`config.mk`:
```
export PLATFORM = sky130hd
export DESIGN_NAME = i2c_cmd_slave
export DESIGN_NICKNAME = d
export VERILOG_FILES = /design/src/rtl/i2c_cmd_pkg.sv /design/src/rtl/i2c_line_sync.sv /design/src/rtl/i2c_bus_cond.sv /design/src/rtl/i2c_slave_fsm.sv /design/src/rtl/i2c_cmd_slave.sv
export SDC_FILE = /design/constraint.sdc
export NUM_CORES = 1
export LEC_CHECK = 0
export CORE_UTILIZATION = 30
export DETAILED_ROUTE_END_ITERATION = 10
export DONT_BUFFER_PORTS = 1
export GPL_TIMING_DRIVEN = 0
export PLACE_DENSITY = 0.42
export SKIP_LAST_GASP = 1
export SLEW_MARGIN = 10
export SYNTH_ARGS = -nofsm -noshare
export SYNTH_HDL_FRONTEND = slang
export SYNTH_SLANG_ARGS = --single-unit
```
`constraint.sdc`:
```
create_clock -name clk -period 3.42 [get_ports clk]
set_clock_uncertainty 0.1 [all_clocks]
set_input_delay 0.342 -clock clk [delete_from_list [all_inputs] [get_ports clk]]
set_output_delay 0.342 -clock clk [all_outputs]
set_load 0.05 [all_outputs]
```
`src/rtl/i2c_cmd_pkg.sv`:
```
package i2c_cmd_pkg;
   typedef enum logic [2:0] {
      ST_IDLE, ST_ADDR, ST_ADDR_ACK, ST_WR, ST_WR_ACK, ST_RD, ST_RD_ACK, ST_SKIP
   } slv_state_t;

   typedef struct packed {
      logic scl;
      logic sda;
      logic scl_rise;
      logic scl_fall;
      logic start;
      logic stop;
   } bus_ev_t;
endpackage

```
`src/rtl/i2c_line_sync.sv`:
```
module i2c_line_sync #(
   parameter int WIDTH  = 2,
   parameter int STAGES = 2
) (
   input  logic             clk,
   input  logic             rst_n,
   input  logic [WIDTH-1:0] din,
   output logic [WIDTH-1:0] dout
);
   generate
      if (STAGES < 2) begin : g_bad_stages
         $error("i2c_line_sync: STAGES must be at least 2");
      end
      for (genvar g = 0; g < WIDTH; g++) begin : g_line
         logic [STAGES-1:0] chain;
         always_ff @(posedge clk or negedge rst_n) begin
            if (!rst_n) chain <= '1;
            else        chain <= {chain[STAGES-2:0], din[g]};
         end
         assign dout[g] = chain[STAGES-1];
      end
   endgenerate
endmodule

```
`src/rtl/i2c_bus_cond.sv`:
```
module i2c_bus_cond
   import i2c_cmd_pkg::*;
(
   input  logic    clk,
   input  logic    rst_n,
   input  logic    scl_s,
   input  logic    sda_s,
   output bus_ev_t ev
);
   logic scl_q, sda_q;

   always_ff @(posedge clk or negedge rst_n) begin
      if (!rst_n) begin
         scl_q <= 1'b1;
         sda_q <= 1'b1;
      end else begin
         scl_q <= scl_s;
         sda_q <= sda_s;
      end
   end

   always_comb begin
      ev.scl      = scl_s;
      ev.sda      = sda_s;
      ev.scl_rise = scl_s & ~scl_q;
      ev.scl_fall = ~scl_s & scl_q;
      ev.start    = scl_s & scl_q & sda_q & ~sda_s;
      ev.stop     = scl_s & scl_q & ~sda_q & sda_s;
   end
endmodule

```
`src/rtl/i2c_slave_fsm.sv`:
```
module i2c_slave_fsm
   import i2c_cmd_pkg::*;
#(
   parameter int               BYTE_W      = 8,
   parameter logic [4:0]       ADDR_FIXED  = 5'b00111,
   parameter logic [BYTE_W-1:0] STATUS_BASE = 8'h80
) (
   input  logic              clk,
   input  logic              rst_n,
   input  bus_ev_t           ev,
   input  logic              strap_a2,
   input  logic              strap_a1,
   input  logic [1:0]        status_code,
   output logic              sda_oe,
   output logic              cmd_valid,
   output logic [BYTE_W-1:0] cmd_data
);
   localparam int ADDR_W = BYTE_W - 1;
   localparam int CNT_W  = $clog2(BYTE_W + 1);
   localparam logic [CNT_W-1:0] FULL = CNT_W'(BYTE_W);

   generate
      if (BYTE_W != 8) begin : g_bad_width
         $error("i2c_slave_fsm: I2C bytes are 8 bits wide");
      end
   endgenerate

   slv_state_t        state;
   logic [CNT_W-1:0]  bit_cnt;
   logic [BYTE_W-1:0] rx_sr, tx_sr;
   logic              rw_flag, host_ack;
   logic [ADDR_W-1:0] my_addr;
   logic [BYTE_W-1:0] status_byte;

   assign my_addr     = {ADDR_FIXED, strap_a2, strap_a1};
   assign status_byte = STATUS_BASE | {{(BYTE_W-2){1'b0}}, status_code};

   always_ff @(posedge clk or negedge rst_n) begin
      if (!rst_n) begin
         state     <= ST_IDLE;
         bit_cnt   <= '0;
         rx_sr     <= '0;
         tx_sr     <= '0;
         rw_flag   <= 1'b0;
         host_ack  <= 1'b0;
         sda_oe    <= 1'b0;
         cmd_valid <= 1'b0;
         cmd_data  <= '0;
      end else begin
         cmd_valid <= 1'b0;
         if (ev.start) begin
            state   <= ST_ADDR;
            bit_cnt <= '0;
            sda_oe  <= 1'b0;
         end else if (ev.stop) begin
            state  <= ST_IDLE;
            sda_oe <= 1'b0;
         end else begin
            case (state)
               ST_ADDR, ST_WR: begin
                  if (ev.scl_rise && bit_cnt < FULL) begin
                     rx_sr   <= {rx_sr[BYTE_W-2:0], ev.sda};
                     bit_cnt <= bit_cnt + 1'b1;
                  end else if (ev.scl_fall && bit_cnt == FULL) begin
                     if (state == ST_ADDR) begin
                        if (rx_sr[BYTE_W-1:1] == my_addr) begin
                           sda_oe  <= 1'b1;
                           rw_flag <= rx_sr[0];
                           state   <= ST_ADDR_ACK;
                        end else begin
                           state <= ST_SKIP;
                        end
                     end else begin
                        sda_oe    <= 1'b1;
                        cmd_valid <= 1'b1;
                        cmd_data  <= rx_sr;
                        state     <= ST_WR_ACK;
                     end
                  end
               end
               ST_ADDR_ACK: begin
                  if (ev.scl_fall) begin
                     bit_cnt <= '0;
                     if (rw_flag) begin
                        tx_sr  <= status_byte;
                        sda_oe <= ~status_byte[BYTE_W-1];
                        state  <= ST_RD;
                     end else begin
                        sda_oe <= 1'b0;
                        state  <= ST_WR;
                     end
                  end
               end
               ST_WR_ACK: begin
                  if (ev.scl_fall) begin
                     sda_oe  <= 1'b0;
                     bit_cnt <= '0;
                     state   <= ST_WR;
                  end
               end
               ST_RD: begin
                  if (ev.scl_rise) begin
                     bit_cnt <= bit_cnt + 1'b1;
                  end else if (ev.scl_fall) begin
                     if (bit_cnt == FULL) begin
                        sda_oe <= 1'b0;
                        state  <= ST_RD_ACK;
                     end else begin
                        tx_sr  <= {tx_sr[BYTE_W-2:0], 1'b0};
                        sda_oe <= ~tx_sr[BYTE_W-2];
                     end
                  end
               end
               ST_RD_ACK: begin
                  if (ev.scl_rise) begin
                     host_ack <= ~ev.sda;
                  end else if (ev.scl_fall) begin
                     if (host_ack) begin
                        tx_sr   <= status_byte;
                        sda_oe  <= ~status_byte[BYTE_W-1];
                        bit_cnt <= '0;
                        state   <= ST_RD;
                     end else begin
                        state <= ST_SKIP;
                     end
                  end
               end
               default: ;
            endcase
         end
      end
   end

   // the acknowledge phase is only entered for our own address
   a_r1_ack_own_addr: assert property (@(posedge clk) disable iff (!rst_n)
      (state == ST_ADDR_ACK) |-> (rx_sr[BYTE_W-1:1] == my_addr));
   // silent state keeps the line released
   a_r2_skip_silent: assert property (@(posedge clk) disable iff (!rst_n)
      (state == ST_SKIP && !ev.start) |=> !sda_oe);
   // each command byte gives one single-cycle strobe
   a_r3_single_pulse: assert property (@(posedge clk) disable iff (!rst_n)
      cmd_valid |=> !cmd_valid);
   // STOP releases the line and idles
   a_r7_stop_release: assert property (@(posedge clk) disable iff (!rst_n)
      ev.stop |=> (!sda_oe && state == ST_IDLE));
   // drive changes only with SCL low or after a bus condition
   a_r8_drive_scl_low: assert property (@(posedge clk) disable iff (!rst_n)
      !$stable(sda_oe) |-> (!ev.scl || $past(ev.start || ev.stop)));
endmodule

```
`src/rtl/i2c_cmd_slave.sv`:
```
module i2c_cmd_slave
   import i2c_cmd_pkg::*;
#(
   parameter int         SYNC_STAGES = 2,
   parameter logic [4:0] ADDR_FIXED  = 5'b00111
) (
   input  logic       clk,
   input  logic       rst_n,
   input  logic       scl_i,
   input  logic       sda_i,
   output logic       sda_oe,
   input  logic       strap_a2,
   input  logic       strap_a1,
   input  logic [1:0] status_code,
   output logic       cmd_valid,
   output logic [7:0] cmd_data
);
   localparam int BYTE_W = 8;

   logic [1:0] lines_s;
   bus_ev_t    ev;

   i2c_line_sync #(.WIDTH(2), .STAGES(SYNC_STAGES)) u_sync (
      .clk  (clk),
      .rst_n(rst_n),
      .din  ({scl_i, sda_i}),
      .dout (lines_s)
   );

   i2c_bus_cond u_cond (
      .clk  (clk),
      .rst_n(rst_n),
      .scl_s(lines_s[1]),
      .sda_s(lines_s[0]),
      .ev   (ev)
   );

   i2c_slave_fsm #(
      .BYTE_W     (BYTE_W),
      .ADDR_FIXED (ADDR_FIXED),
      .STATUS_BASE(8'h80)
   ) u_fsm (
      .clk        (clk),
      .rst_n      (rst_n),
      .ev         (ev),
      .strap_a2   (strap_a2),
      .strap_a1   (strap_a1),
      .status_code(status_code),
      .sda_oe     (sda_oe),
      .cmd_valid  (cmd_valid),
      .cmd_data   (cmd_data)
   );
endmodule

```
=== Yosys cells after proc, flatten, opt, wreduce, memory -nomap -nowiden ===
Cells that the tools add are included.

* Bits of input ports: 8
* Flip-flop bits (word level): 40
* Word-level logic and storage cells: 136
* Output and inout port bits: 10

* Eq/ne operators: 35
* Add/subtract/negate cells: 1
* $lt $le $gt $ge: 1
* Reduce and logical (&&, ||, !) cells: 16
* Bitwise logic cells: 16
* Multiplexer cells: 54

{| class="wikitable"
|+ Operator list
! cell !! count
|-
| two-way mux 7 bit || 8
|-
| two-way mux 3 bit || 14
|-
| two-way mux 4 bit || 8
|-
| inequality test 4 x 3 -> 1 bit, second input constant || 7
|-
| one-hot mux 7 bit (3 select lines) || 1
|-
| AND reduction 10 bit || 2
|-
| two-way mux 1 bit || 19
|-
| one-hot mux 4 bit (4 select lines) || 1
|-
| one-hot mux 3 bit (5 select lines) || 1
|-
| inequality test 2 x 1 -> 1 bit, second input constant || 6
|-
| inequality test 3 x 2 -> 1 bit, second input constant || 4
|-
| inequality test 4 bit, second input constant || 3
|-
| AND reduction 11 bit || 1
|-
| equality test 3 bit, second input constant || 3
|-
| NOT 1 bit || 9
|-
| AND reduction 4 bit || 2
|-
| AND reduction 8 bit || 1
|-
| bitwise AND 1 bit || 7
|-
| equality test 7 x 5 -> 1 bit || 1
|-
| AND reduction 7 bit || 1
|-
| nonzero test 7 bit || 1
|-
| equality test 3 x 2 -> 1 bit, second input constant || 2
|-
| inequality test 2 bit, second input constant || 3
|-
| AND reduction 6 bit || 1
|-
| other kinds (15) || 17
|}

=== Depth between registers and ports, before layout ===
Gate-level depths: netlist (run 1).

* Depth in word-level cells: 8
* Mapped depth: 7
* Gate-level depth less buffers: 6

=== Cells and area by module ===
From an unflattened synthesis (run 1), not the netlist that was laid out.

* Cells, all modules: 184
* Area total of the unflattened synthesis: 2,011.9 µm²

{| class="wikitable"
|+ Modules (own cells, without submodules)
! module !! seq. area each (µm²) !! area each (µm²) !! instances !! cells each
|-
| i2c_slave_fsm || 850.8 || 1,791.7 || 1 || 170
|-
| i2c_line_sync || 105.1 || 120.1 || 1 || 6
|-
| i2c_bus_cond || 52.6 || 100.1 || 1 || 8
|}

=== Worst setup path before layout (run 1) ===
OpenSTA, ideal clock, no wires.

* Path type: flip-flop to flip-flop
* From: reg u_fsm.bit_cnt[0]
* To: reg u_fsm.cmd_data[0]
* Buffers on the path: 1
* Cell stages (with the launch flop): 8
* Period minus slack after synthesis: 1.863 ns
* Data required time: 3.195 ns
* Arrival: 1.639 ns
* Slack: 1.557 ns
* Setup time: 0.125 ns
* Cell sequence: dfrtp_1 > inv_1 > ha_1 > and3b_1 > buf_6 > nand2_4 > nor4_4 > mux2_2

* Word-level cells in the longest chain between the ends: 4
* Elaborated cells between the ends (all ways): 6
* Those cells by class: order compare (1); eq/ne (1); bitwise (1); reduce/logical (3)

{| class="wikitable"
|+ RTL lines
! item !! RTL line !! source
|-
| start: declaration || i2c_slave_fsm.sv:29 || <nowiki>logic [CNT_W-1:0] bit_cnt;</nowiki>
|-
| start signal: assignment || i2c_slave_fsm.sv:63 || <nowiki>bit_cnt <= bit_cnt + 1'b1;</nowiki>
|-
| start signal: assignment || i2c_slave_fsm.sv:103 || <nowiki>bit_cnt <= bit_cnt + 1'b1;</nowiki>
|-
| < comparator 4 bit || i2c_slave_fsm.sv:61 || <nowiki>if (ev.scl_rise && bit_cnt < FULL) begin</nowiki>
|-
| logical AND 1 bit || i2c_slave_fsm.sv:61 ||
|-
| NOT 1 bit (no source line) || - ||
|-
| AND reduction 6 bit (no source line) * || - ||
|-
| end signal: assignment || i2c_slave_fsm.sv:76 || <nowiki>cmd_data <= rx_sr;</nowiki>
|-
| end: declaration || i2c_slave_fsm.sv:16 || <nowiki>output logic [BYTE_W-1:0] cmd_data</nowiki>
|}

Mark *: on every way between the ends. The rest lies on a longest branch, timed or not.
A chain may end at the register's enable or synchronous reset.

=== Worst setup path after layout (run 1) ===
Same ends and word-level chain as after synthesis.

==> results.yml, run 1 <==
outcome:
  status: "complete, no violations"
die:
  dieArea_mm2: 0.00698
  start_util_pct: 31.2
  rows: 29
  io_pins: 18
  design.core.area_mm2: 0.00639
  die_h_um: 83.5
  dieWidth_um: 83.5
pwr:
  p_per_area_mw_per_mm2: 625
  vdd_ir_drop_max_mv: 0.318
  p_leak_nw: 0.989
layout:
  drive_gt1_share_pct: 27.2
  final_cells: 261
  antennaDiodeCount: 0
  finish.utilization_pct: 34.9
  nNetsFinal: 193
  nFillCells: 664
  area_growth_pct: 11.6
worst_hold_path:
  hold_path_startpoint: "status_code[1]"
  whs_endpoint: "u_fsm.tx_sr[1]$_DFFE_PN0P_"
  hold_path_depth: 2
  hp-class: "primary input to register"
grt:
  antenna_found_initial: 0
  grt_pass1_vias: 1437
  overflow: 0
  grt_pass1_wl_um: 6910
  grt_util_all_layers_pct: 12.3
  grt_start_max_net_pins: 41
logic_synthesis:
  syn_inst: 172
  synthAdderAreaFrac_pct: 1.25
  ys_seq_elements: 40
  yosys_warnings: 0
  syn_nets: 182
  ys_seq_area_share_pct: 50.6
  synth_simple_gate_area_share_pct: 15.4
  synthMuxAreaShare_pct: 14.9
  synth_compound_area_share_pct: 12.4
  synth-edff-count: 0
  syn_area_mm2: 0.00199
  synth_xor_area_share_pct: 1.32
  avgSynthCellArea_um2: 11.6
  synth_top_family_by_area: "simple AND/OR/NAND/NOR gates"
  yosysUniqueCellTypes: 50
  synth_ff_type: "dfrtp_1"
  synthArstFlopShare_pct: 100
clock_network:
  cts_made_buffers: 5
  clk_pin_slew_ps: 80
  cts_tree: "done"
  cts_root_buffer: "clkbuf_8"
  postCtsHoldBufs: 4
  clk_latency_ps: 290
  cts.sinks: 40
  cts-resized-gates: 0
  cts_htree_levels: 2
  postCtsSetupRepairBufs: 0
  cts_buffer_depth: 2
setup_path:
  r2r_setup_slack_ps: 1330
  worstPathArrival_ps: 2170
  worstReg2RegEnd: "u_fsm.cmd_data[0]$_DFFE_PN0P_"
  endpoint_kind: "register"
  reg2reg_depth: 7
  path_class: "register to register"
  cp-startpoint: "u_fsm.bit_cnt[0]$_DFFE_PN0P_"
  r2r-start: "u_fsm.bit_cnt[0]$_DFFE_PN0P_"
  cp-start-kind: "register"
  worst_ep_required_time_ps: 3490
  path_max_fanout: 9
timing:
  rsz0062_at_grt: "false"
  tns_ps: 0
  hold_violations: 0
  slew_viol_final: 0
  setup_slack_ps: 1330
  fin_crit_sh_pct: 61.2
  worstMarginPinSlew_ps: 608
  slew_headroom_pct: 59.1
  setup_violations: 0
  min_period_ps: 2090
  clock.fmax_mhz: 478
route:
  drt_iter0_markers: 101
  post-route-drc-count: 0
  drtAntennaViolNets: 0
  finalWirelength_um: 3770
  viasPerCell: 5.03
  vias: 1314
  wl_per_cell_um: 14.5
  first_pass_iters: 4
run:
  drv_cap: 0
placed_design:
  gp_congestion: 0.768
  port_buffers: 0
  dp_hpwl_um: 2620
  dpl_worst_slack_ps: 1270
  post-place-cells: 249
cell usage after synthesis (2+ instances only):
master	count	share of area, %
nor2b_1	4	1.3
o211ai_1	2	0.75
a211oi_1	4	1.5
nand2_1	14	2.6
a21oi_1	4	1.0
nor4_4	2	2.1
mux2i_1	6	3.0
inv_1	11	2.1
and3_1	2	0.63
dfrtp_1	34	43
clkbuf_1	2	0.38
dfstp_2	6	7.9
ha_1	2	1.3
a31oi_1	3	0.94
xor2_1	2	0.88
buf_4	2	0.75
nor3_1	2	0.50
and3b_1	4	1.8
o21ai_0	5	1.3
nand3_1	4	1.0
mux2_2	21	12
o31ai_1	2	0.75
nor2_1	7	1.3
worst max-delay path by stage:
stage	to	slack, ps	cells after the start
6_report	u_fsm.cmd_data[0]$_DFFE_PN0P_	1330	7
5_1_grt	u_fsm.cmd_data[0]$_DFFE_PN0P_	1180	7
4_1_cts	u_fsm.cmd_data[3]$_DFFE_PN0P_	1280	7
3_5_place_dp	u_fsm.cmd_data[7]$_DFFE_PN0P_	1270	7
3_3_place_gp	u_fsm.cmd_data[0]$_DFFE_PN0P_	1320	7
2_1_floorplan	u_fsm.cmd_data[0]$_DFFE_PN0P_	1560	7
metrics by stage:
stage | instance area, um2 | power, mW | hold WS, ps
floorplan | 1990 | 0.992 | -53.6
global placement | 2090 | 1.07 | -52.0
detailed placement | 2090 | 1.09 | -51.9
CTS | 2230 | 1.42 | 222
global route | 2230 | 1.51 | 217
finish | 2230 | 1.39 | 229
worst max-delay path, stage by stage, from the launching register on:
cell and delay [ps]:
dfrtp_1 420, inv_1 70, ha_1 140, and3b_1 180, buf_6 140, nand2_4 60
nor4_4 460, mux2_2 400
power by group:
| part | switching (mW) | total, mW | internal, mW |
|---|---|---|---|
| Combinational | 0.196 | 0.385 | 0.189 |
| Clock | 0.160 | 0.305 | 0.146 |
| Sequential | 0.118 | 0.701 | 0.583 |
| Total | 0.473 | 1.39 | 0.918 |
registers in the layout (all words and copies together), names as in the netlist, 3 cells and up:
register / count
u_fsm.bit_cnt: 4
u_fsm.state: 3
u_fsm.rx_sr: 8
u_fsm.tx_sr: 7
u_fsm.cmd_data: 8
u_sync.g_line.chain: 4
placed cells by master, fill, tap and decap left out, types with 2 or more instances in the layout:
master	instances
and3_1	2
dlygate4sd3_1	3
clkbuf_8	5
o211ai_1	2
dfrtp_1	34
ha_1	2
mux2i_1	6
buf_4	2
o31ai_1	2
nor4_4	2
and3b_1	4
nand2_1	14
nand3_1	4
nor3_1	2
inv_1	11
o21ai_0	5
clkbuf_1	4
nor2_1	7
dfstp_2	6
xor2_1	2
a21oi_1	4
a31oi_1	3
mux2_2	21
nor2b_1	4
a211oi_1	4
final cells by class:
type / instances / area [um2] / share of cell area [%]
clock inverters: 1 / 8.76 / 0.393
inverters: 11 / 41.3 / 1.85
repair buffers: 4 / 50.0 / 2.25
well taps: 77 / 96.3 / 4.33
plain buffers: 7 / 43.8 / 1.97
flip-flops and latches: 40 / 1010 / 45.3
clock buffers: 7 / 76.3 / 3.43
multi-input cells: 114 / 901 / 40.5
logic make-up (layout without fill, tap and decap cells):
logic type,after synthesis,count (layout)
compound gates,33,33
xor+xnor,3,3
fa+ha+maj,2,2
buf+inv,18,30
flops,40,40
mux,27,27
simple gates,49,49
per-layer routing:
layer | vias up | global-route usage [%] | share of wire [%]
met3 | 4 | 3.26 | 3.2
met1 | 663 | 15.9 | 48
met4 | 0 | 4.47 | 1.1
met2 | 17 | 19.8 | 47
li1 | 630 | - | -
met5 | - | 0 | 0
(Power assumes the default switching activity.)
==> inputs of run 2 (changes only) <==
Clock period 3.42 ns to 2 ns, I/O delays scaled along.
==> results.yml, run 2 (synthesis gave the netlist of run 1 again) <==
pwr:
  p_leak_nw: 1.04
  p_per_area_mw_per_mm2: 1060
  vdd_ir_drop_max_mv: 0.546
clock_network:
  cts_tree: "done"
  cts_buffer_depth: 2
  cts_made_buffers: 5
  cts_root_buffer: "clkbuf_8"
  clk_pin_slew_ps: 80
  cts.sinks: 40
  cts_htree_levels: 2
  clk_latency_ps: 290
layout:
  final_cells: 271
  area_growth_pct: 15.9
  design_area_mm2: 0.00231
  final_cell_mix: "dfrtp_1 (34), mux2_2 (21), nand2_1 (14)"
  final_common_cell: "dfrtp_1"
  drive_gt1_share_pct: 32.0
  reg_top3: "u_fsm.cmd_data (8), u_fsm.rx_sr (8), u_fsm.tx_sr (7)"
  antennaDiodeCount: 0
  nNetsFinal: 203
  finish.utilization_pct: 36.2
worst_hold_path:
  hold_path_depth: 2
  hp-class: "primary input to register"
route:
  post-route-drc-count: 0
  drt_iter0_markers: 111
  first_pass_iters: 4
  drtAntennaViolNets: 0
  viasPerCell: 5.07
  finalWirelength_um: 3930
  wl_per_cell_um: 14.5
  vias: 1374
setup_path:
  worstPathArrival_ps: 2020
  path_max_fanout: 4
  endpoint_kind: "register"
  path_class: "register to register"
  worst_ep_required_time_ps: 2070
  reg2reg_depth: 4
  cp-start-kind: "register"
die:
  design.core.area_mm2: 0.00639
  dieWidth_um: 83.5
  start_util_pct: 31.2
  die_h_um: 83.5
  rows: 29
  io_pins: 18
  dieArea_mm2: 0.00698
placed_design:
  dpl_worst_slack_ps: -155
  gp_congestion: 0.768
  dpl_cell_area_mm2: 0.00209
  port_buffers: 0
  dp_hpwl_um: 2620
  post-place-cells: 249
grt:
  grt_util_met3_pct: 3.26
  grt_pass1_vias: 1470
  grt_util_met2_pct: 20.3
  busiest_layer: "met2"
  grt_pass1_wl_um: 7030
  grt_util_all_layers_pct: 12.5
  grt_start_max_net_pins: 41
  gr-usage-met1_pct: 16.1
  overflow: 0
  antenna_found_initial: 0
timing:
  fin_crit_sh_pct: 97.4
  worstMarginPinSlew_ps: 482
  slew_headroom_pct: 67.9
  setup_slack_ps: 52.9
  setup_violations: 0
  rsz0062_at_grt: "true"
  clock.fmax_mhz: 514
  whs_ps: 84.2
  min_period_ps: 1950
  slew_viol_final: 0
  hold_violations: 0
run:
  drv_cap: 0
outcome:
  status: "complete, no violations"
## run 2: cell types whose count changed in the layout (fill, tap and decap cells not counted), sizes merged
cell  previous run  this run
buf              5        15
## run 2: final timing paths
kind                                                startpoint  slack, ps                             endpoint
setup / recovery                    u_fsm.rx_sr[6]$_DFFE_PN0P_         50            u_fsm.rw_flag$_DFFE_PN0P_
hold / removal                                  status_code[1]         80           u_fsm.tx_sr[1]$_DFFE_PN0P_
setup reg to reg                    u_fsm.rx_sr[6]$_DFFE_PN0P_         50            u_fsm.rw_flag$_DFFE_PN0P_
hold reg to reg            u_sync.g_line[1].chain[0]$_DFF_PN1_        260  u_sync.g_line[1].chain[1]$_DFF_PN1_
max in group asynchronous                                rst_n       1250               u_cond.sda_q$_DFF_PN1_
min in group asynchronous                                rst_n        260           u_fsm.tx_sr[5]$_DFFE_PN0P_
## run 2: what timing repair did
item	4_1_cts	5_1_grt
setup buffers	6	3
hold buffers	4	0
gates cloned	1	0
pin swaps	1	4
hold endpoints to repair	42	0
endpoints found under the setup margin	8	21
resized for setup	1	4
## run 2: layout make-up
type / count / area (um2)
clock buffers: 7 / 76.3
flip-flops and latches: 40 / 1010
inverters: 11 / 41.3
fillers: 659 / 4080
clock inverters: 1 / 8.76
multi-input cells: 114 / 906
well taps: 77 / 96.3
plain buffers: 7 / 45.0
repair buffers: 14 / 129
## run 2: stage by stage
stage	setup TNS [ps]	power [mW]
global placement	-796	1.84
CTS	-34.2	2.46
floorplan	0	1.70
finish	0	2.45
global route	-45.1	2.64
detailed placement	-1220	1.86
## run 2: per-layer routing
layer  wire (um)  vias to the layer above
met5           0                        -
met3         145                        7
met4          56                        0
li1            -                      652
met2        1890                       28
met1        1850                      687
## run 2: critical path: stages, from the launching register on
cell      delay, ps
dfrtp_1         410
nand4b_1        180
or4_4           580
nor3b_1         220
mux2_2          350
## run 2: report_power, final
| part | total [mW] | internal [mW] | switching [mW] |
|---|---|---|---|
| Clock | 0.527 | 0.249 | 0.278 |
| Sequential | 1.19 | 0.997 | 0.191 |
| Combinational | 0.731 | 0.371 | 0.360 |
==> inputs of run 3 (changes only) <==
Settings changed: CAP_MARGIN from default to 30, PLACE_DENSITY 0.42 to default, PLACE_DENSITY_LB_ADDON from default to 0.25.
==> results.yml, run 3 (synthesis gave the netlist of run 1 again) <==
clock_network:
  cts_made_buffers: 5
  cts_tree: "done"
  cts_buffer_depth: 2
  cts.sinks: 40
  clk_latency_ps: 300
  cts_root_buffer: "clkbuf_8"
  cts_htree_levels: 2
  clk_pin_slew_ps: 80
grt:
  grt_util_all_layers_pct: 12.0
  grt_pass1_vias: 1396
  grt_pass1_wl_um: 6640
  overflow: 0
  grt_start_max_net_pins: 41
  antenna_found_initial: 0
layout:
  area_growth_pct: 15.4
  nNetsFinal: 201
  antennaDiodeCount: 0
  final_common_cell: "dfrtp_1"
  final_cell_mix: "dfrtp_1 (34), mux2_2 (21), nand2_1 (13)"
  nFillCells: 658
  multi_input_area_um2: 913
  reg_top3: "u_fsm.cmd_data (8), u_fsm.rx_sr (8), u_fsm.tx_sr (7)"
  drive_gt1_share_pct: 31.8
  register_area_mm2: 0.00101
setup_path:
  cp_slowest_stage_delay_ps: 580
  endpoint_kind: "register"
  path_class: "register to register"
  worstPathArrival_ps: 2020
  worst_ep_required_time_ps: 2080
  r2r_setup_slack_ps: 70
  cp_cell_sequence: "nand4b_1 -> or4_4 -> nor3b_2 -> mux2_2"
  cp-start-kind: "register"
  path_max_fanout: 5
  cp_slowest_cell: "or4_4"
die:
  io_pins: 18
  design.core.area_mm2: 0.00639
  die_h_um: 83.5
  start_util_pct: 31.2
  rows: 29
  dieWidth_um: 83.5
  dieArea_mm2: 0.00698
timing:
  slew_viol_final: 0
  worstMarginPinSlew_ps: 495
  slew_headroom_pct: 67.0
  hold_violations: 0
  fin_crit_sh_pct: 96.7
  tns_ps: 0
  setup_violations: 0
  rsz0062_at_grt: "true"
  clock.fmax_mhz: 517
  min_period_ps: 1930
route:
  finalWirelength_um: 3770
  viasPerCell: 5.06
  post-route-drc-count: 0
  vias: 1361
  first_pass_iters: 4
  drtAntennaViolNets: 0
  wl_per_cell_um: 14.0
  drt_iter0_markers: 47
placed_design:
  dp_hpwl_um: 2410
  gp_congestion: 0.749
  port_buffers: 0
run:
  drv_cap: 0
outcome:
  status: "complete, no violations"
pwr:
  p_leak_nw: 1.03
  p_per_area_mw_per_mm2: 1060
  p_total_mw: 2.44
  vdd_ir_drop_max_mv: 0.550
worst_hold_path:
  hp-class: "primary input to register"
-- run 3: cell type report --
type	instances	share of cell area (%)
Inverter	11	1.79
Timing Repair Buffer	12	4.95
Multi-Input combinational cell	114	39.7
Buffer	7	1.90
Sequential cell	40	43.8
Clock buffer	7	3.32
Clock inverter	1	0.380
Tap cell	77	4.18
-- run 3: stage by stage --
| stage | cells | hold WS [ps] | area, um2 | setup WS (ps) | utilization (%) |
|---|---|---|---|---|---|
| 4_1_cts | 262 | 68.9 | 2240 | 1.56 | 35.1 |
| 6_report | 269 | 72.4 | 2300 | 65.8 | 36.1 |
| 3_3_place_gp | 249 | -195 | 2090 | -122 | 32.7 |
| 2_1_floorplan | 172 | -196 | 1990 | 137 | - |
| 3_5_place_dp | 249 | -195 | 2090 | -115 | 32.7 |
| 5_1_grt | 269 | 63.4 | 2300 | -8.80 | 36.1 |
-- run 3: critical path: cells and delay by family, from the launching register on --
kind / cells / cell delay (ps)
multiplexers: 1 / 350
AND/OR/NAND/NOR: 3 / 980
flip-flops: 1 / 410
-- run 3: final timing paths --
| check | start | to | cells past startpoint |
|---|---|---|---|
| worst max-delay path | u_fsm.rx_sr[6]$_DFFE_PN0P_ | u_fsm.rw_flag$_DFFE_PN0P_ | 4 |
| worst min register to register | u_sync.g_line[0].chain[0]$_DFF_PN1_ | u_sync.g_line[0].chain[1]$_DFF_PN1_ | 0 |
| worst max register to register | u_fsm.rx_sr[6]$_DFFE_PN0P_ | u_fsm.rw_flag$_DFFE_PN0P_ | 4 |
| min in group asynchronous | rst_n | u_fsm.cmd_data[2]$_DFFE_PN0P_ | 2 |
| worst min-delay path | status_code[0] | u_fsm.tx_sr[0]$_DFFE_PN0P_ | 2 |
| max in group asynchronous | rst_n | u_sync.g_line[0].chain[0]$_DFF_PN1_ | 2 |
-- run 3: where the power goes --
part	switching, mW	internal, mW	leakage [nW]	total, mW
combinational	0.348	0.353	0.480	0.700
clock	0.288	0.249	0.0424	0.537
sequential	0.202	0.997	0.509	1.20
-- run 3: repair_timing --
action	in CTS	in global routing
setup buffers	1	6
hold buffers	4	0
endpoints found under the setup margin	9	22
pin swaps	1	3
gates resized for setup	2	3
hold endpoints to repair	42	0
gates cloned	0	1
-- run 3: layer usage --
layer	vias up	wire (um)	track usage, %
li1	654	-	-
met1	679	1830	15.4
met2	22	1690	18.3
met3	6	172	4.06
met4	0	73	5.08
met5	-	0	0
